$ cat src/rtl/irq_ret_pkg.sv
package irq_ret_pkg;

    typedef enum logic [2:0] {
        RK_NORMAL   = 3'd0,
        RK_WIDE     = 3'd1,
        RK_HYPER    = 3'd2,
        RK_ECRIT    = 3'd3,
        RK_CRIT     = 3'd4,
        RK_DEBUG    = 3'd5,
        RK_MCHK     = 3'd6,
        RK_LEGACY   = 3'd7
    } ret_kind_e;

    typedef enum logic {
        ST_IDLE     = 1'b0,
        ST_REDIRECT = 1'b1
    } ret_fsm_e;

endpackage

$ cat src/rtl/ret_src_sel.sv
module ret_src_sel
    import irq_ret_pkg::*;
#(
    parameter int XLEN = 64
) (
    input  ret_kind_e        kind,
    input  logic [XLEN-1:0]  srr_addr,
    input  logic [XLEN-1:0]  srr_state,
    input  logic [XLEN-1:0]  hsrr_addr,
    input  logic [XLEN-1:0]  hsrr_state,
    input  logic [XLEN-1:0]  ecrit_addr,
    input  logic [XLEN-1:0]  ecrit_state,
    input  logic [XLEN-1:0]  crit_addr,
    input  logic [XLEN-1:0]  crit_state,
    input  logic [XLEN-1:0]  dbg_addr,
    input  logic [XLEN-1:0]  dbg_state,
    input  logic [XLEN-1:0]  mchk_addr,
    input  logic [XLEN-1:0]  mchk_state,
    input  logic [XLEN-1:0]  link_reg,
    input  logic [XLEN-1:0]  count_reg,
    output logic [XLEN-1:0]  sel_addr,
    output logic [XLEN-1:0]  sel_state
);

    // pick the saved pair that belongs to the return kind
    always_comb begin
        unique case (kind)
            RK_NORMAL, RK_WIDE: begin sel_addr = srr_addr;   sel_state = srr_state;   end
            RK_HYPER:           begin sel_addr = hsrr_addr;  sel_state = hsrr_state;  end
            RK_ECRIT:           begin sel_addr = ecrit_addr; sel_state = ecrit_state; end
            RK_CRIT:            begin sel_addr = crit_addr;  sel_state = crit_state;  end
            RK_DEBUG:           begin sel_addr = dbg_addr;   sel_state = dbg_state;   end
            RK_MCHK:            begin sel_addr = mchk_addr;  sel_state = mchk_state;  end
            RK_LEGACY:          begin sel_addr = link_reg;   sel_state = count_reg;   end
            default:            begin sel_addr = srr_addr;   sel_state = srr_state;   end
        endcase
    end

endmodule

$ cat src/rtl/ret_state_fmt.sv
module ret_state_fmt
    import irq_ret_pkg::*;
#(
    parameter int XLEN = 64
) (
    input  ret_kind_e          kind,
    input  logic [XLEN-1:0]    raw_addr,
    input  logic [XLEN-1:0]    raw_state,
    input  logic [XLEN/2-1:0]  cur_hi,
    output logic [XLEN-1:0]    next_pc,
    output logic [XLEN-1:0]    next_state
);

    localparam int HALF = XLEN / 2;
    localparam logic [XLEN-1:0] M_STD    = ~XLEN'(32'h783F_0000);
    localparam logic [XLEN-1:0] M_ECRIT  = ~XLEN'(32'hFFFF_0000);
    localparam logic [XLEN-1:0] M_BOOK   = ~XLEN'(32'h3FFF_0000);
    localparam logic [XLEN-1:0] M_LEGACY =  XLEN'(32'h0000_FFFF);

    logic [XLEN-1:0] mask;
    logic [XLEN-1:0] masked;

    // per-kind mask on the saved state word
    always_comb begin
        unique case (kind)
            RK_NORMAL, RK_WIDE, RK_HYPER: mask = M_STD;
            RK_ECRIT:                     mask = M_ECRIT;
            RK_CRIT, RK_DEBUG, RK_MCHK:   mask = M_BOOK;
            RK_LEGACY:                    mask = M_LEGACY;
            default:                      mask = M_STD;
        endcase
    end

    assign masked = raw_state & mask;

    generate
        if (XLEN == 64) begin : g_wide
            logic wide_mode;
            assign wide_mode = raw_state[XLEN-1];
            // width handling driven by the raw mode bit
            always_comb begin
                if (wide_mode) begin
                    next_pc    = {raw_addr[XLEN-1:2], 2'b00};
                    next_state = masked;
                end else begin
                    next_pc    = {{HALF{1'b0}}, raw_addr[HALF-1:2], 2'b00};
                    next_state = {(kind == RK_NORMAL) ? cur_hi : {HALF{1'b0}},
                                  masked[HALF-1:0]};
                end
            end
        end else begin : g_narrow
            assign next_pc    = {raw_addr[XLEN-1:2], 2'b00};
            assign next_state = masked;
        end
    endgenerate

endmodule

$ cat src/rtl/irq_return_unit.sv
module irq_return_unit
    import irq_ret_pkg::*;
#(
    parameter int XLEN = 64
) (
    input  logic              clk,
    input  logic              rst_n,
    input  logic              ret_valid,
    input  logic [2:0]        ret_kind,
    input  logic [XLEN-1:0]   srr_addr,
    input  logic [XLEN-1:0]   srr_state,
    input  logic [XLEN-1:0]   hsrr_addr,
    input  logic [XLEN-1:0]   hsrr_state,
    input  logic [XLEN-1:0]   ecrit_addr,
    input  logic [XLEN-1:0]   ecrit_state,
    input  logic [XLEN-1:0]   crit_addr,
    input  logic [XLEN-1:0]   crit_state,
    input  logic [XLEN-1:0]   dbg_addr,
    input  logic [XLEN-1:0]   dbg_state,
    input  logic [XLEN-1:0]   mchk_addr,
    input  logic [XLEN-1:0]   mchk_state,
    input  logic [XLEN-1:0]   link_reg,
    input  logic [XLEN-1:0]   count_reg,
    output logic [XLEN-1:0]   pc_o,
    output logic [XLEN-1:0]   state_o,
    output logic              flush_o
);

    localparam int HALF = XLEN / 2;

    ret_kind_e       kind;
    ret_fsm_e        fsm_q, fsm_d;
    logic [XLEN-1:0] src_addr, src_state;
    logic [XLEN-1:0] nxt_pc, nxt_state;
    logic [XLEN-1:0] pc_q, state_q;

    assign kind = ret_kind_e'(ret_kind);

    ret_src_sel #(.XLEN(XLEN)) u_sel (
        .kind        (kind),
        .srr_addr    (srr_addr),
        .srr_state   (srr_state),
        .hsrr_addr   (hsrr_addr),
        .hsrr_state  (hsrr_state),
        .ecrit_addr  (ecrit_addr),
        .ecrit_state (ecrit_state),
        .crit_addr   (crit_addr),
        .crit_state  (crit_state),
        .dbg_addr    (dbg_addr),
        .dbg_state   (dbg_state),
        .mchk_addr   (mchk_addr),
        .mchk_state  (mchk_state),
        .link_reg    (link_reg),
        .count_reg   (count_reg),
        .sel_addr    (src_addr),
        .sel_state   (src_state)
    );

    ret_state_fmt #(.XLEN(XLEN)) u_fmt (
        .kind       (kind),
        .raw_addr   (src_addr),
        .raw_state  (src_state),
        .cur_hi     (state_q[XLEN-1:HALF]),
        .next_pc    (nxt_pc),
        .next_state (nxt_state)
    );

    // Next-state logic: accept, chain, settle
    always_comb begin
        fsm_d = fsm_q;
        unique case (fsm_q)
            ST_IDLE:     if (ret_valid) fsm_d = ST_REDIRECT;
            ST_REDIRECT: fsm_d = ret_valid ? ST_REDIRECT : ST_IDLE;
            default:     fsm_d = ST_IDLE;
        endcase
    end

    // State register
    always_ff @(posedge clk) begin
        if (!rst_n) fsm_q <= ST_IDLE;
        else        fsm_q <= fsm_d;
    end

    // Architected registers
    always_ff @(posedge clk) begin
        if (!rst_n) begin
            pc_q    <= '0;
            state_q <= '0;
        end else if (ret_valid) begin
            pc_q    <= nxt_pc;
            state_q <= nxt_state;
        end
    end

    // Outputs
    always_comb begin
        pc_o    = pc_q;
        state_o = state_q;
        flush_o = (fsm_q == ST_REDIRECT);
    end

    a_r1_reset_clear: assert property (@(posedge clk)
        !rst_n |=> (pc_o == '0 && state_o == '0 && !flush_o));

    a_r2_pc_aligned: assert property (@(posedge clk) disable iff (!rst_n)
        ret_valid |=> (pc_o[1:0] == 2'b00));

    a_r7_flush_after_strobe: assert property (@(posedge clk) disable iff (!rst_n)
        ret_valid |=> flush_o);

    a_r7_flush_single: assert property (@(posedge clk) disable iff (!rst_n)
        !ret_valid |=> !flush_o);

    a_r8_hold_when_idle: assert property (@(posedge clk) disable iff (!rst_n)
        !ret_valid |=> ($stable(pc_o) && $stable(state_o)));

    generate
        if (XLEN == 64) begin : g_chk
            a_r6_narrow_pc: assert property (@(posedge clk) disable iff (!rst_n)
                (ret_valid && !src_state[XLEN-1]) |=> (pc_o[XLEN-1:HALF] == '0));
        end
    endgenerate

endmodule

$ cat config.mk
export PLATFORM = sky130hd
export DESIGN_NAME = irq_return_unit
export DESIGN_NICKNAME = d
export VERILOG_FILES = /design/src/rtl/irq_ret_pkg.sv /design/src/rtl/ret_src_sel.sv /design/src/rtl/ret_state_fmt.sv /design/src/rtl/irq_return_unit.sv
export SDC_FILE = /design/constraint.sdc
export NUM_CORES = 1
export LEC_CHECK = 0
export BUFFER_PORTS_ARGS = -buffer_cell sky130_fd_sc_hd__buf_2
export CAP_MARGIN = 10
export CORE_AREA = 4 4 398 400
export CTS_CLUSTER_DIAMETER = 30
export CTS_CLUSTER_SIZE = 25
export DETAILED_ROUTE_END_ITERATION = 10
export DIE_AREA = 0 0 402 404
export GPL_ROUTABILITY_DRIVEN = 0
export PLACE_DENSITY_LB_ADDON = 0.15
export SYNTH_ARGS = -nofsm -noshare
export SYNTH_HDL_FRONTEND = slang
export SYNTH_SLANG_ARGS = --single-unit
$ cat constraint.sdc
create_clock -name clk -period 4.4 [get_ports clk]
set_input_delay 0.88 -clock clk [delete_from_list [all_inputs] [get_ports clk]]
set_output_delay 0.88 -clock clk [all_outputs]
set_load 0.05 [all_outputs]
# Word level (Yosys, flattened, before mapping)

Memories as Yosys holds them, arrays and structs flattened.
Index checks and enable logic that the tools add are counted.

Bits in read-only memories: 312
Memories kept: 1
Word-level logic and storage cells: 23
Register bits: 129

Memory list:

| name             | words | bits a word | read ports | clocked after Yosys merged registers in | wr ports | line                | text |
|---|---|---|---|---|---|---|---|
| (name not given) | 8     | 39          | 1          | 0                                       | 0        | ret_state_fmt.sv:25 | `unique case (kind)` |

Bitwise logic cells: 1
Reductions and logical operators: 3
Multiplexer cells: 6
Equal/unequal tests: 8

Operator list:

| cell               | count |
|---|---|
| $pmux 64 s7        | 2 |
| $mux 64            | 2 |
| $and 64x64->64     | 1 |
| $mux 32            | 1 |
| $eq 3x3->1 const B | 4 |
| $eq 3x2->1 const B | 2 |
| $eq 3x1->1 const B | 1 |
| $logic_not 3->1    | 1 |
| $ne 2x1->1 const B | 1 |
| $reduce_and 2->1   | 1 |
| $reduce_or 2->1    | 1 |
| $mux 1             | 1 |

# Longest topological paths before layout

Gate-level depths: netlist of the first run.

Word-level depth: 5
Depth in mapped cells: 9
Depth with buffers taken out: 5

# Modules after synthesis

From an unflattened synthesis of the first run, not the netlist that was laid out.

Cell total of the unflattened synthesis: 1961
Area total of the unflattened synthesis: 15132.0 µm²

By module, submodules not included:

| module          | instances | area an instance (µm²) | cells an instance | sequential area each (µm²) |
|---|---|---|---|---|
| ret_src_sel     | 1         | 8874.8                 | 1333              | 0.0 |
| irq_return_unit | 1         | 4986.0                 | 415               | 2582.5 |
| ret_state_fmt   | 1         | 1271.2                 | 213               | 0.0 |

# Least setup slack after synthesis of the first run

No wires, ideal clock.

Path kind: input-to-reg
From: input ret_kind[1]
To: register pc_q[21], in the netlist pc_o[21]
Stages: 9
Data arrival time: 2208 ps
Setup slack: 2068 ps
Library setup time: 124 ps
Cell sequence: buf_2 buf_2 and2_1 buf_2 buf_2 a221oi_1 nor2_1 a221oi_1 o21ai_1

Cells in the longest elaborated chain, start to end: 4

RTL lines:

| what                                          | line                  | text |
|---|---|---|
| from (decl)                                   | irq_return_unit.sv:9  | `input logic [2:0] ret_kind,` |
| $eq 3x1->1 or $logic_not 3->1 (tied branches) | ret_src_sel.sv:27     | `unique case (kind)` |
| $reduce_or 2->1                               | ret_src_sel.sv:27     |  |
| $pmux 64 s7 *                                 | ret_src_sel.sv:27     |  |
| $mux 64 *                                     | ret_state_fmt.sv:42   | `if (wide_mode) begin` |
| to (signal assigned)                          | irq_return_unit.sv:90 | `pc_q <= nxt_pc;` |
| to (decl)                                     | irq_return_unit.sv:35 | `logic [XLEN-1:0] pc_q, state_q;` |

Mark *: on every way between the ends. The rest lies on a longest branch, timed or not.
A chain may end at the register's enable or synchronous reset.

# Worst setup path in the final report of the first run

From: input ret_kind[2]
To: register pc_q[42], in the netlist pc_o[42]

Cells in the longest elaborated chain, start to end: 4

RTL lines:

| what                                          | line |
|---|---|
| $eq 3x1->1 or $logic_not 3->1 (tied branches) | ret_src_sel.sv:27 |
| $reduce_or 2->1                               | ret_src_sel.sv:27 |
| $pmux 64 s7                                   | ret_src_sel.sv:27 |
| $mux 64 *                                     | ret_state_fmt.sv:42 |

Marked as above.

==> reports/results.txt, run 1 <==
# setup viols final -> 0
Total setup buffers inserted after CTS -> 0
Port bufs -> 909
# H-tree levels -> 4
Compound-Gate Fraction of Synth Area -> 0.3667
Fmax -> 0.3268 GHz
Critical path launch point type -> input pin
Proportion of synthesized area in mux cells -> 0.1834
Iter 0 DRT Violations -> 704
Total global-route track usage -> 0.1306
Nets -> 2,998
EDFF count, synth -> 0
Fin crit period -> 3060 ps
Req. time, crit path -> 4830 ps
Synth cell types -> 51
Clock Root Buffer -> clkbuf_16
Synth Area in Adders -> 0
CTS Hold Bufs -> 0
Share of layout cells above drive strength 1 -> 0.5135
Slew Viols, Final -> 0
Die Y -> 404 um
Post-Synthesis Cells -> 1,251
Clk buf depth -> 2
Wirelength per Cell -> 26.28 um
Worst setup path class -> input pin to register
Slew headroom -> 0.2039
Measured slew at the worst slew-check pin -> 1185 ps
Hold_ws -> 434.8 ps
Leak -> 7.718 nW
Worst vdd ir -> 0.0003167 V
Std cell rows -> 145
Crit path DAT -> 3490 ps
CTS tree -> built
Final wirelength -> 110.1 mm
CP max FO -> 47
Clk Latency, worst-skew pair -> 490 ps
Clk slew on worst S/H paths -> 70 ps
Vias in the first global route -> 14,930
Via count -> 13,940
Initial antenna violation count -> 52
Fillers -> 18,340
Mean number of vias per cell -> 3.328
Die width -> 402 um
Post-DP HPWL -> 92.05 mm
RSZ-0062 raised after global routing -> no
Fin Setup TNS -> 0 ps
Flop and latch count out of synthesis -> 118
GRT Residual Overflow -> 0
Largest family of logic cells by synthesized area -> compound AO/OA/AOI/OAI gates
Hold Path Class -> register to register
Synth-to-Final Area Change -> 77.87%
Final hold vios -> 0
First-pass GRT wire length -> 141.8 mm
Power Dens Cells -> 262.3 mW/mm2
CTS-repair resized insts -> 0
Commonest cells after routing, fill and taps aside -> buf_2, nand2_1, dfxtp_1
Die Area -> 0.1624 mm2
Inserted Clock Buffers -> 17
DRT antenna net count -> 0
DR DRC count -> 0
Outcome -> complete, no violations
Clk sinks -> 118
Setup Skew -> 0 ps
TritonRoute pass-1 iters -> 5
Pin count of the biggest net entering global routing -> 93
Synth Cell Area -> 0.009912 mm2
Crit share post-route -> 0.6955
Top Ports -> 1,031
Initial core utilization -> 0.06383
Max-cap violations -> 0
Commonest non-fill, non-tap cell in the layout -> buf_2
Final Util -> 0.1135
Sequential-to-total area share from yosys stat -> 0.2383
Core region area -> 0.1553 mm2
XOR/XNOR share of the synthesized area -> 0
Avg Inst Size Synth -> 7.923 um2
Post-synth ARST share -> 0
Worst setup EP type -> register
Synth Area in Simple Gates -> 0.1271
Ys flop type -> dfxtp_1
Ys Warns -> 0
==> synth_stat cells (4+ instances only) <==
library cell	count	area share
nand2_1	156	0.059
dfxtp_1	118	0.24
a21oi_1	113	0.057
o21ai_0	87	0.044
mux2i_1	86	0.087
a221oi_1	76	0.067
nor2_1	70	0.027
buf_2	63	0.032
clkbuf_1	56	0.021
a211oi_1	45	0.034
o22ai_1	37	0.023
o21ai_1	35	0.018
mux4_2	33	0.075
a22oi_1	29	0.022
buf_4	23	0.017
a32o_1	18	0.018
mux2_2	18	0.020
and3_1	15	0.0095
o22a_1	15	0.013
nand2b_1	14	0.0088
o221ai_1	13	0.011
nor2b_1	12	0.0076
a21boi_0	11	0.0083
and2_1	11	0.0069
o21ai_2	11	0.0097
a22o_1	9	0.0080
inv_1	9	0.0034
buf_6	8	0.0091
o31ai_1	8	0.0061
a31oi_1	7	0.0044
a211o_1	5	0.0044
a221o_1	5	0.0050
nand3_1	5	0.0025
nor3_1	4	0.0020
==> per-stage QoR <==
stage | total power [W] | worst slack [ps] | area [um2] | cells
global route | 0.004910 | 1171 | 17580 | 4170
floorplan | 0.002049 | 2068 | 9950 | 1261
global placement | 0.003019 | 711.6 | 16930 | 4135
detailed placement | 0.003019 | 683.9 | 16930 | 4135
finish | 0.004624 | 1340 | 17630 | 4189
CTS | 0.004809 | 1269 | 17580 | 4167
==> worst max-delay path, stage by stage <==
cell,delay (ps)
buf_8,370
nor2b_4,670
a221oi_1,180
a31oi_2,840
o22ai_1,220
o21ai_2,160
==> layout make-up <==
| type | count | area, um2 | share of cell area |
|---|---|---|---|
| well taps | 2058 | 2575 | 0.1461 |
| inverters | 10 | 43.79 | 0.002484 |
| flip-flops and latches | 118 | 2362 | 0.1340 |
| repair buffers | 968 | 5122 | 0.2905 |
| multi-input cells | 981 | 6825 | 0.3871 |
| clock buffers | 19 | 452.9 | 0.02569 |
| clock inverters | 13 | 193.9 | 0.01100 |
| diodes | 22 | 55.05 | 0.003123 |
==> per-layer routing <==
metal  vias to the layer above  share of wire  global-route usage
met5                         -         0.0012                   0
met4                        22          0.016             0.02967
met3                        87          0.071             0.03997
met2                       621           0.47              0.2184
met1                      6691           0.44              0.1644
li1                       6522              -                   -
==> power breakdown <==
part,internal [W],total (W),switching (W)
registers,0.00114,0.00118,0.0000370
logic,0.000626,0.00176,0.00113
clock network,0.000984,0.00169,0.000706
total,0.00275,0.00462,0.00188
==> sequential cells by signal, indices dropped and copies added (netlist names) <==
signal   count
pc_o        62
state_o     55
flush_o      1
==> final timing paths <==
| path | start | endpoint | slack, ps | cells past startpoint |
|---|---|---|---|---|
| worst max-delay path | ret_kind[2] | pc_o[42]$_SDFFE_PN0P_ | 1340 | 6 |
| worst min-delay path | state_o[10]$_SDFFE_PN0P_ | state_o[10]$_SDFFE_PN0P_ | 430 | 2 |
| worst max register to register | state_o[2]$_SDFFE_PN0P_ | state_o[2]$_SDFFE_PN0P_ | 3670 | 2 |
| worst min register to register | state_o[10]$_SDFFE_PN0P_ | state_o[10]$_SDFFE_PN0P_ | 430 | 2 |
==> cells by family after synthesis <==
group                  after synthesis
AO/OA/AOI/OAI                      539
AND/OR/NAND/NOR                    293
buffers and inverters              162
multiplexers                       138
flip-flops                         118
other                                1
Note: power is estimated with default switching activity, not from simulation.
==> run 2: changes to the inputs <==
Clock period 4.4 ns to 2.6 ns, I/O delays scaled along.
==> run 2 against run 1 <==
  * Combinational power up 76%
  * Power is 63% higher
  * First-iteration DRC count is 4.5% higher
  * Largest cell class unchanged
  * Routed wire length shrank 2.1%
  * Highest routed layer unchanged
  * Non-clock buffer count is 68 higher
  * Critical endpoint is now state_o[41]$_SDFFE_PN0P_
  * Critical path type unchanged
==> reports/results.txt, run 2 (synthesis results as in run 1) <==
Slew Viols, Final -> 0 (unchanged)
TritonRoute pass-1 iters -> 5 (unchanged)
Clk slew on worst S/H paths -> 70 ps (about the same)
Worst setup EP type -> register
Via count -> 14,280 (+2.4%)
Pin count of the biggest net entering global routing -> 54 (-42%)
Crit path DAT -> 2630 ps (-860 ps)
Hold_ws -> 283.1 ps (-151.7 ps)
Max-cap violations -> 0 (unchanged)
Inserted Clock Buffers -> 17 (unchanged)
Req. time, crit path -> 3060 ps (-1770 ps)
Die Area -> 0.1624 mm2 (unchanged)
CTS-repair resized insts -> 0 (unchanged)
Commonest non-fill, non-tap cell in the layout -> buf_2
Worst setup path class -> input pin to register
Die Y -> 404 um (unchanged)
Die width -> 402 um (unchanged)
# setup viols final -> 0 (unchanged)
Total setup buffers inserted after CTS -> 0 (unchanged)
Synth-to-Final Area Change -> 83.85%
Final hold vios -> 0 (unchanged)
Critical path launch point type -> input pin
Crit share post-route -> 0.8344
Top Ports -> 1,031 (unchanged)
Clk buf depth -> 2 (unchanged)
Core region area -> 0.1553 mm2 (unchanged)
GRT Residual Overflow -> 0 (unchanged)
DRT antenna net count -> 0 (unchanged)
Fin Setup TNS -> 0 ps (unchanged)
WHS Path Cells -> 3 (+1)
CP max FO -> 43 (-8.5%)
Dpl ws -> -217.9 ps (-901.9 ps)
# H-tree levels -> 4 (unchanged)
Initial core utilization -> 0.06383 (unchanged)
Outcome -> complete, no violations
Wirelength per Cell -> 25.36 um (-3.5%)
Hold Path Class -> input pin to register
Post-DP HPWL -> 91.91 mm (-0.16%)
Measured slew at the worst slew-check pin -> 1044 ps (-141.0 ps)
CTS tree -> built
Initial antenna violation count -> 31 (-40%)
Mean number of vias per cell -> 3.361 (+0.98%)
Iter 0 DRT Violations -> 736 (+4.5%)
Fmax -> 0.4610 GHz
CTS Hold Bufs -> 0 (unchanged)
Setup Skew -> 0 ps (unchanged)
Slew headroom -> 0.3024 (+0.09845)
DR DRC count -> 0 (unchanged)
Std cell rows -> 145 (unchanged)
Setup ws final -> 430.6 ps (-909.0 ps)
Power Dens Cells -> 413.7 mW/mm2 (+58%)
Nets -> 3,066 (+2.3%)
Clock Root Buffer -> clkbuf_16
Vias in the first global route -> 15,200 (+1.8%)
Max FFs per register -> 62 (unchanged)
Final Util -> 0.1173 (+0.003819)
First-pass GRT wire length -> 140.4 mm (-0.97%)
Fin crit period -> 2169 ps
Port bufs -> 909 (unchanged)
Worst vdd ir -> 0.0005746 V (+81%)
Total global-route track usage -> 0.1281 (-0.002483)
Worst Reg2Reg Path Length in Cells -> 3 (+1)
Leak -> 8.081 nW (+4.7%)
Commonest cells after routing, fill and taps aside -> buf_2, nand2_1, dfxtp_1
Clk sinks -> 118 (unchanged)
Clk Latency, worst-skew pair -> 510 ps (+20 ps)
Final wirelength -> 107.7 mm (-2.1%)
RSZ-0062 raised after global routing -> no
Share of layout cells above drive strength 1 -> 0.5276 (+0.01406)
run 2: power breakdown:
part | internal (W) | switching, W | total [W]
Sequential | 0.00193 | 0.0000614 | 0.00199
Combinational | 0.00118 | 0.00192 | 0.00310
Clock | 0.00130 | 0.00115 | 0.00245
Total | 0.00441 | 0.00313 | 0.00754
run 2: critical path, stage by stage:
cell	delay [ps]
buf_8	300
or2_4	250
buf_12	260
o2bb2ai_1	100
a221oi_1	710
buf_4	270
a22o_1	120
run 2: path summary, 6_finish.rpt:
path	slack (ps)	start	to
setup / recovery	430	ret_kind[1]	state_o[41]$_SDFFE_PN0P_
hold / removal	280	mchk_addr[10]	pc_o[10]$_SDFFE_PN0P_
setup reg to reg	1890	state_o[22]$_SDFFE_PN0P_	state_o[22]$_SDFFE_PN0P_
hold reg to reg	430	pc_o[23]$_SDFFE_PN0P_	pc_o[23]$_SDFFE_PN0P_
run 2: per-stage QoR:
step / cell area [um2] / power [W] / cells
after floorplan: 9950 / 0.003467 / 1261
after global placement: 17650 / 0.005241 / 4203
after detailed placement: 17650 / 0.005235 / 4203
after CTS: 18190 / 0.007874 / 4234
after global routing: 18190 / 0.008056 / 4235
final: 18220 / 0.007539 / 4249
run 2: layout make-up:
| type | instances | area [um2] |
|---|---|---|
| diodes | 15 | 37.54 |
| clock buffers | 18 | 429.2 |
| clock inverters | 13 | 110.1 |
| fillers | 18400 | 137100 |
| inverters | 10 | 43.79 |
| multi-input cells | 981 | 6820 |
| flip-flops and latches | 118 | 2362 |
| well taps | 2058 | 2575 |
| repair buffers | 1036 | 5846 |
run 2: per-layer routing:
layer | up-vias | track usage | share of wire
met5 | - | 0 | 0.0011
met4 | 16 | 0.02762 | 0.018
met3 | 86 | 0.04309 | 0.075
met2 | 630 | 0.2165 | 0.48
met1 | 6896 | 0.1577 | 0.43
li1 | 6653 | - | -
